<file path="src/rtl/tcl_pkg.sv">
package tcl_pkg;
  typedef enum logic {
    ACT_DENY   = 1'b0,
    ACT_ACCEPT = 1'b1
  } act_e;

  typedef struct packed {
    logic hit;
    logic accept;
  } verdict_t;
endpackage

</file>
<file path="src/rtl/tcl_entry_store.sv">
module tcl_entry_store #(
  parameter int KEY_W   = 4,
  parameter int ENTRIES = 16,
  localparam int IDX_W  = (ENTRIES > 1) ? $clog2(ENTRIES) : 1
) (
  input  logic                            clk,
  input  logic                            rst_n,
  input  logic                            wr_en,
  input  logic [IDX_W-1:0]                wr_addr,
  input  logic [KEY_W-1:0]                wr_value,
  input  logic [KEY_W-1:0]                wr_mask,
  input  logic                            wr_act,
  input  logic                            wr_valid,
  output logic [ENTRIES-1:0][KEY_W-1:0]   value_q,
  output logic [ENTRIES-1:0][KEY_W-1:0]   mask_q,
  output logic [ENTRIES-1:0]              act_q,
  output logic [ENTRIES-1:0]              vld_q
);
  logic addr_ok;
  assign addr_ok = (32'(wr_addr) < ENTRIES);

  for (genvar e = 0; e < ENTRIES; e++) begin : g_slot
    logic sel;
    assign sel = wr_en && addr_ok && (32'(wr_addr) == e);
    always_ff @(posedge clk) begin
      if (!rst_n) begin
        value_q[e] <= '0;
        mask_q[e]  <= '0;
        act_q[e]   <= 1'b0;
        vld_q[e]   <= 1'b0;
      end else if (sel) begin
        value_q[e] <= wr_value;
        mask_q[e]  <= wr_mask;
        act_q[e]   <= wr_act;
        vld_q[e]   <= wr_valid;
      end
    end
  end

  // a write lands in the addressed slot
  a_r7_write_lands: assert property (@(posedge clk) disable iff (!rst_n)
    (wr_en && addr_ok) |=> (vld_q[$past(wr_addr)] == $past(wr_valid)) &&
                           (value_q[$past(wr_addr)] == $past(wr_value)) &&
                           (act_q[$past(wr_addr)] == $past(wr_act)));

  // without a write the table holds
  a_r7_table_stable: assert property (@(posedge clk) disable iff (!rst_n)
    !wr_en |=> $stable(vld_q) && $stable(act_q));
endmodule

</file>
<file path="src/rtl/tcl_match_array.sv">
module tcl_match_array #(
  parameter int KEY_W   = 4,
  parameter int ENTRIES = 16
) (
  input  logic                            clk,
  input  logic                            rst_n,
  input  logic [KEY_W-1:0]                key,
  input  logic [ENTRIES-1:0][KEY_W-1:0]   value_q,
  input  logic [ENTRIES-1:0][KEY_W-1:0]   mask_q,
  input  logic [ENTRIES-1:0]              vld_q,
  output logic [ENTRIES-1:0]              match
);
  for (genvar e = 0; e < ENTRIES; e++) begin : g_cmp
    logic [KEY_W-1:0] bit_ok;
    assign bit_ok   = ~(value_q[e] ^ key) | mask_q[e];
    assign match[e] = vld_q[e] & (&bit_ok);
  end

  // an invalid slot never contributes a match
  a_r1_invalid_quiet: assert property (@(posedge clk) disable iff (!rst_n)
    (match & ~vld_q) == '0);
endmodule

</file>
<file path="src/rtl/tcl_prio_enc.sv">
module tcl_prio_enc #(
  parameter int ENTRIES = 16,
  localparam int IDX_W  = (ENTRIES > 1) ? $clog2(ENTRIES) : 1
) (
  input  logic               clk,
  input  logic               rst_n,
  input  logic [ENTRIES-1:0] req,
  output logic [ENTRIES-1:0] grant,
  output logic [IDX_W-1:0]   idx,
  output logic               any
);
  logic [ENTRIES:0] seen;
  assign seen[0] = 1'b0;

  for (genvar e = 0; e < ENTRIES; e++) begin : g_chain
    assign grant[e]  = req[e] & ~seen[e];
    assign seen[e+1] = seen[e] | req[e];
  end

  assign any = seen[ENTRIES];

  always_comb begin
    idx = '0;
    for (int e = 0; e < ENTRIES; e++) begin
      if (grant[e]) idx = IDX_W'(e);
    end
  end

  // at most one winner, and it is a requester
  a_r2_grant_onehot: assert property (@(posedge clk) disable iff (!rst_n)
    $onehot0(grant) && ((grant & ~req) == '0));

  // any request yields exactly one winner
  a_r2_grant_present: assert property (@(posedge clk) disable iff (!rst_n)
    (req != '0) |-> ($countones(grant) == 1));
endmodule

</file>
<file path="src/rtl/tcl_result_stage.sv">
module tcl_result_stage #(
  parameter int ENTRIES = 16,
  localparam int IDX_W  = (ENTRIES > 1) ? $clog2(ENTRIES) : 1
) (
  input  logic             clk,
  input  logic             rst_n,
  input  logic             in_valid,
  output logic             in_ready,
  input  logic             hit,
  input  logic [IDX_W-1:0] idx,
  input  logic             act,
  output logic             out_valid,
  input  logic             out_ready,
  output logic             out_hit,
  output logic [IDX_W-1:0] out_idx,
  output logic             out_accept
);
  import tcl_pkg::*;

  logic take;
  assign in_ready = !out_valid || out_ready;
  assign take     = in_valid && in_ready;

  always_ff @(posedge clk) begin
    if (!rst_n) begin
      out_valid  <= 1'b0;
      out_hit    <= 1'b0;
      out_idx    <= '0;
      out_accept <= ACT_DENY;
    end else if (take) begin
      out_valid  <= 1'b1;
      out_hit    <= hit;
      out_idx    <= hit ? idx : '0;
      out_accept <= hit ? act : ACT_DENY;
    end else if (out_ready) begin
      out_valid  <= 1'b0;
    end
  end

  // a stalled result is frozen
  a_r6_hold: assert property (@(posedge clk) disable iff (!rst_n)
    (out_valid && !out_ready) |=> out_valid && $stable(out_hit) &&
                                  $stable(out_idx) && $stable(out_accept));

  // a miss reports deny and index zero
  a_r4_miss_deny: assert property (@(posedge clk) disable iff (!rst_n)
    (out_valid && !out_hit) |-> (out_accept == ACT_DENY) && (out_idx == '0));

  // a taken key yields a result next cycle
  a_r5_latency: assert property (@(posedge clk) disable iff (!rst_n)
    take |=> out_valid);
endmodule

</file>
<file path="src/rtl/tcl_classifier.sv">
module tcl_classifier #(
  parameter int KEY_W   = 4,
  parameter int ENTRIES = 16,
  localparam int IDX_W  = (ENTRIES > 1) ? $clog2(ENTRIES) : 1
) (
  input  logic             clk,
  input  logic             rst_n,
  input  logic             cfg_we,
  input  logic [IDX_W-1:0] cfg_addr,
  input  logic [KEY_W-1:0] cfg_value,
  input  logic [KEY_W-1:0] cfg_mask,
  input  logic             cfg_accept,
  input  logic             cfg_valid,
  input  logic             key_valid,
  output logic             key_ready,
  input  logic [KEY_W-1:0] key_data,
  output logic             res_valid,
  input  logic             res_ready,
  output logic             res_hit,
  output logic [IDX_W-1:0] res_index,
  output logic             res_accept
);
  logic [ENTRIES-1:0][KEY_W-1:0] value_q;
  logic [ENTRIES-1:0][KEY_W-1:0] mask_q;
  logic [ENTRIES-1:0]            act_q;
  logic [ENTRIES-1:0]            vld_q;
  logic [ENTRIES-1:0]            match;
  logic [ENTRIES-1:0]            grant;
  logic [IDX_W-1:0]              win_idx;
  logic                          any_hit;
  logic                          win_act;

  tcl_entry_store #(.KEY_W(KEY_W), .ENTRIES(ENTRIES)) u_store (
    .clk(clk), .rst_n(rst_n),
    .wr_en(cfg_we), .wr_addr(cfg_addr), .wr_value(cfg_value),
    .wr_mask(cfg_mask), .wr_act(cfg_accept), .wr_valid(cfg_valid),
    .value_q(value_q), .mask_q(mask_q), .act_q(act_q), .vld_q(vld_q)
  );

  tcl_match_array #(.KEY_W(KEY_W), .ENTRIES(ENTRIES)) u_match (
    .clk(clk), .rst_n(rst_n), .key(key_data),
    .value_q(value_q), .mask_q(mask_q), .vld_q(vld_q), .match(match)
  );

  tcl_prio_enc #(.ENTRIES(ENTRIES)) u_prio (
    .clk(clk), .rst_n(rst_n), .req(match),
    .grant(grant), .idx(win_idx), .any(any_hit)
  );

  assign win_act = |(grant & act_q);

  tcl_result_stage #(.ENTRIES(ENTRIES)) u_res (
    .clk(clk), .rst_n(rst_n),
    .in_valid(key_valid), .in_ready(key_ready),
    .hit(any_hit), .idx(win_idx), .act(win_act),
    .out_valid(res_valid), .out_ready(res_ready),
    .out_hit(res_hit), .out_idx(res_index), .out_accept(res_accept)
  );

  // the reported action is the winner's action
  a_r3_action_of_winner: assert property (@(posedge clk) disable iff (!rst_n)
    (key_valid && key_ready && any_hit) |=> res_accept == $past(act_q[win_idx]));
endmodule

</file>
<file path="config.mk">
export PLATFORM = sky130hd
export DESIGN_NAME = tcl_classifier
export DESIGN_NICKNAME = d
export VERILOG_FILES = /design/src/rtl/tcl_pkg.sv /design/src/rtl/tcl_entry_store.sv /design/src/rtl/tcl_match_array.sv /design/src/rtl/tcl_prio_enc.sv /design/src/rtl/tcl_result_stage.sv /design/src/rtl/tcl_classifier.sv
export SDC_FILE = /design/constraint.sdc
export NUM_CORES = 1
export LEC_CHECK = 0
export BUFFER_PORTS_ARGS = -buffer_cell sky130_fd_sc_hd__buf_4
export CORE_ASPECT_RATIO = 0.7
export CORE_UTILIZATION = 61
export DETAILED_ROUTE_END_ITERATION = 10
export PLACE_DENSITY = 0.79
export SLEW_MARGIN = 20
export SYNTH_ARGS = -nofsm -noshare
export SYNTH_HDL_FRONTEND = slang
export SYNTH_SLANG_ARGS = --single-unit
</file>
<file path="constraint.sdc">
create_clock -name clk -period 2.8 [get_ports clk]
set_clock_uncertainty 0.1 [all_clocks]
set_input_delay 0.28 -clock clk [delete_from_list [all_inputs] [get_ports clk]]
set_output_delay 0.28 -clock clk [all_outputs]
set_load 0.05 [all_outputs]
</file>
==> flow_summary_export.csv <==
group,metric,value,unit
grt,grt_use_total,29.87,%
floorplan,fp.dieW,132.8,um
grt,grt_antenna_before_repair,0,
timing,worstMarginPinSlew,686.6,ps
placed_design,hpwl,11310,um
detailed_routing,wirelength,17830,um
detailed_routing,viasPerCell,5.813,
power_and_ir_drop,leakagePower,3.257,nW
final_layout,multi_input_comb_area,3675,um^2
final_layout,antenna_cells,0,
final_layout,final_common_cell,"nor2_1",
final_layout,ff_latch_area,3343,um^2
cts,cts_root_buf,"clkbuf_16",
logic_synthesis,ys_top_cells_by_area,"dfxtp_1 46%, mux2i_1 21%, nor2_1 9.1%, xnor2_1 6.2%, clkbuf_1 1.9%",
logic_synthesis,async_flop_share,0,%
logic_synthesis,synth_top_family_by_area,"multiplexers",
placed_design,placed_area,7677,um^2
timing,rsz0062_at_grt,"false",
cts,cts_resized,0,
cts,clockBufferDepth,2,
timing,relSlewSlack,54.23,%
cts,clkLatencyLatePin,430,ps
detailed_routing,vias,5610,
final_layout,finalInstanceArea,8289,um^2
logic_synthesis,yosys.area.top_type_share,45.75,%
logic_synthesis,syn_area,7307,um^2
timing,hold_violations,0,
logic_synthesis,synth_flop_cell,"dfxtp_1",
logic_synthesis,yosys.area.top_type,"dfxtp_1",
logic_synthesis,synth-adder-area-share,0,%
floorplan,rows,33,
cts,cts_tree,"done",
final_layout,final_cell_mix,"178 x nor2_1, 167 x dfxtp_1, 151 x mux2i_1",
worst_setup_path,critPathKind,"register to register",
grt,gr-total-overflow,0,
logic_synthesis,yosysWarnings,0,
logic_synthesis,synth_edf_count,0,
logic_synthesis,synth_xor_area_share,7.671,%
power_and_ir_drop,ir_drop,0.0004314,V
floorplan,num_io_pins,31,
worst_setup_path,crit_chain,"xor2_1 -> a222oi_1 -> a22o_1 -> or3_4 -> nor4_4 -> a2111oi_0 -> o21a_1",
detailed_routing,avgRoutedWirePerCell,18.47,um
timing,fmaxAchievable,0.4110,GHz
outcome,status,"complete, no violations",
final_layout,fill_cells,877,
worst_setup_path,required,3020,ps
final_layout,syn_to_final_growth,13.44,%
placed_design,numPortBuffers,30,
worst_setup_path,crit_path_start_kind,"register",
cts,cts_num_sinks,167,
logic_synthesis,yosys.area_share.simple,14.93,%
timing,setup_viol,0,
grt,grt_pass1_vias,5558,
detailed_routing,antenna_left,0,
cts,numCtsBuffers,17,
logic_synthesis,synth.distinct_cells,46,
floorplan,die_h,93.57,um
detailed_routing,dr.first_iter.drc_count,420,
timing,timing.final.crit_period,2433,ps
floorplan,fp.coreArea,11690,um^2
logic_synthesis,ys_ff_latch,167,
cts,h-tree-depth,4,
worst_setup_path,cp_data_arrival_time,2650,ps
logic_synthesis,avgSynthCellArea,9.465,um^2
grt,grt_pass1_wl,28120,um
detailed_routing,drc,0,
logic_synthesis,synth-compound-area-share,7.003,%
cts,cts_hold_buf,0,
logic_synthesis,seq_area_frac_synth,45.75,%
min_path,hold_path_class,"input pin to register",
worst_setup_path,cp_max_fo,5,
timing,tns,0,ps
flow_run,maxCapViolCount,0,
worst_setup_path,cp_slowest_cell,"or3_4",
grt,grt_max_degree,100,
timing,fin_crit_sh,86.90,%
power_and_ir_drop,pwr_density_cell,628.1,nW/um^2
worst_setup_path,slowest_delay,440,ps
timing,final_max_slew_viol_count,0,
logic_synthesis,synth_cells,772,
detailed_routing,first_pass_iters,5,
cts,cts_setup_buffers,0,
cts,clk_pin_slew,70,ps
floorplan,start_util,62.53,%
placed_design,place.gp.congestion,0.9559,
final_layout,drive_gt1_share,10.89,%
final_layout,fin_nets,818,
logic_synthesis,synthMuxAreaShare,20.68,%
worst_setup_path,cp-end-kind,"register",
floorplan,die_area,12430,um^2
logic_synthesis,syn-num-nets,795,
[report_power, final]
part | total, mW | switching, mW | internal [mW]
clock network | 2.42 | 0.988 | 1.43
logic | 0.356 | 0.228 | 0.129
registers | 2.43 | 0.0204 | 2.41
total | 5.21 | 1.24 | 3.97
[final timing paths]
check	start	end	slack (ps)	depth (start not counted)
worst max register to register	u_store.value_q[17]	u_res.out_idx[3]	370	7
worst max-delay path	u_store.value_q[17]	u_res.out_idx[3]	370	7
worst min-delay path	key_valid	u_res.out_valid	30	3
worst min register to register	u_store.vld_q[12]	u_store.vld_q[12]	360	2
[cells by family after synthesis]
logic type / Yosys count
AND/OR/NAND/NOR: 253
flip-flops: 167
multiplexers: 151
AO/OA/AOI/OAI: 74
XOR/XNOR: 64
buffers and inverters: 63
[metrics by stage]
stage	utilization, %	setup WS, ps	instances	power, mW	hold WS, ps
global route	70.94	264.2	965	5.353	28.59
CTS	70.94	396.6	965	5.223	11.81
finish	70.94	366.9	965	5.206	27.15
global placement	65.70	261.9	933	2.818	342.6
floorplan	-	571.3	772	2.711	297.5
detailed placement	65.70	179.5	933	2.830	349.8
[synthesized netlist by cell type (all sizes together), types with 7 or more instances]
cell    count
xnor2      52
buf         8
o21ai      16
dfxtp     167
nor3        7
clkbuf     37
mux2i     151
xor2       12
nand2b      7
o22ai      11
nor2      178
or3         9
a21oi      16
inv        18
nand2      30
[state kept, by name, indices dropped and copies added, names as in the netlist]
register,count
u_store.mask_q,64
u_store.value_q,64
u_store.act_q,16
u_store.vld_q,16
u_res.out_idx,4
u_res.out_accept,1
u_res.out_hit,1
u_res.out_valid,1
[critical path: cells and delay by family, from the launching register on]
kind / cells / cell delay, ps
xor+xnor: 1 / 180
compound gates: 4 / 810
flops: 1 / 370
simple gates: 2 / 870
[routing by layer]
| metal | routed length, um | track usage, % |
|---|---|---|
| met5 | 0 | 0 |
| met1 | 8409 | 39.14 |
| met3 | 794 | 5.854 |
| met4 | 364 | 11.30 |
| met2 | 8257 | 48.91 |
[final cells by class]
class / count / area share [%]
multi-input combinational: 542 / 44.33
sequential: 167 / 40.33
clock buffer: 18 / 5.298
timing repair buffer: 49 / 4.740
tap: 157 / 2.370
clock inverter: 14 / 2.083
inverter: 18 / 0.8453
Note: power is estimated with default switching activity, not from simulation.
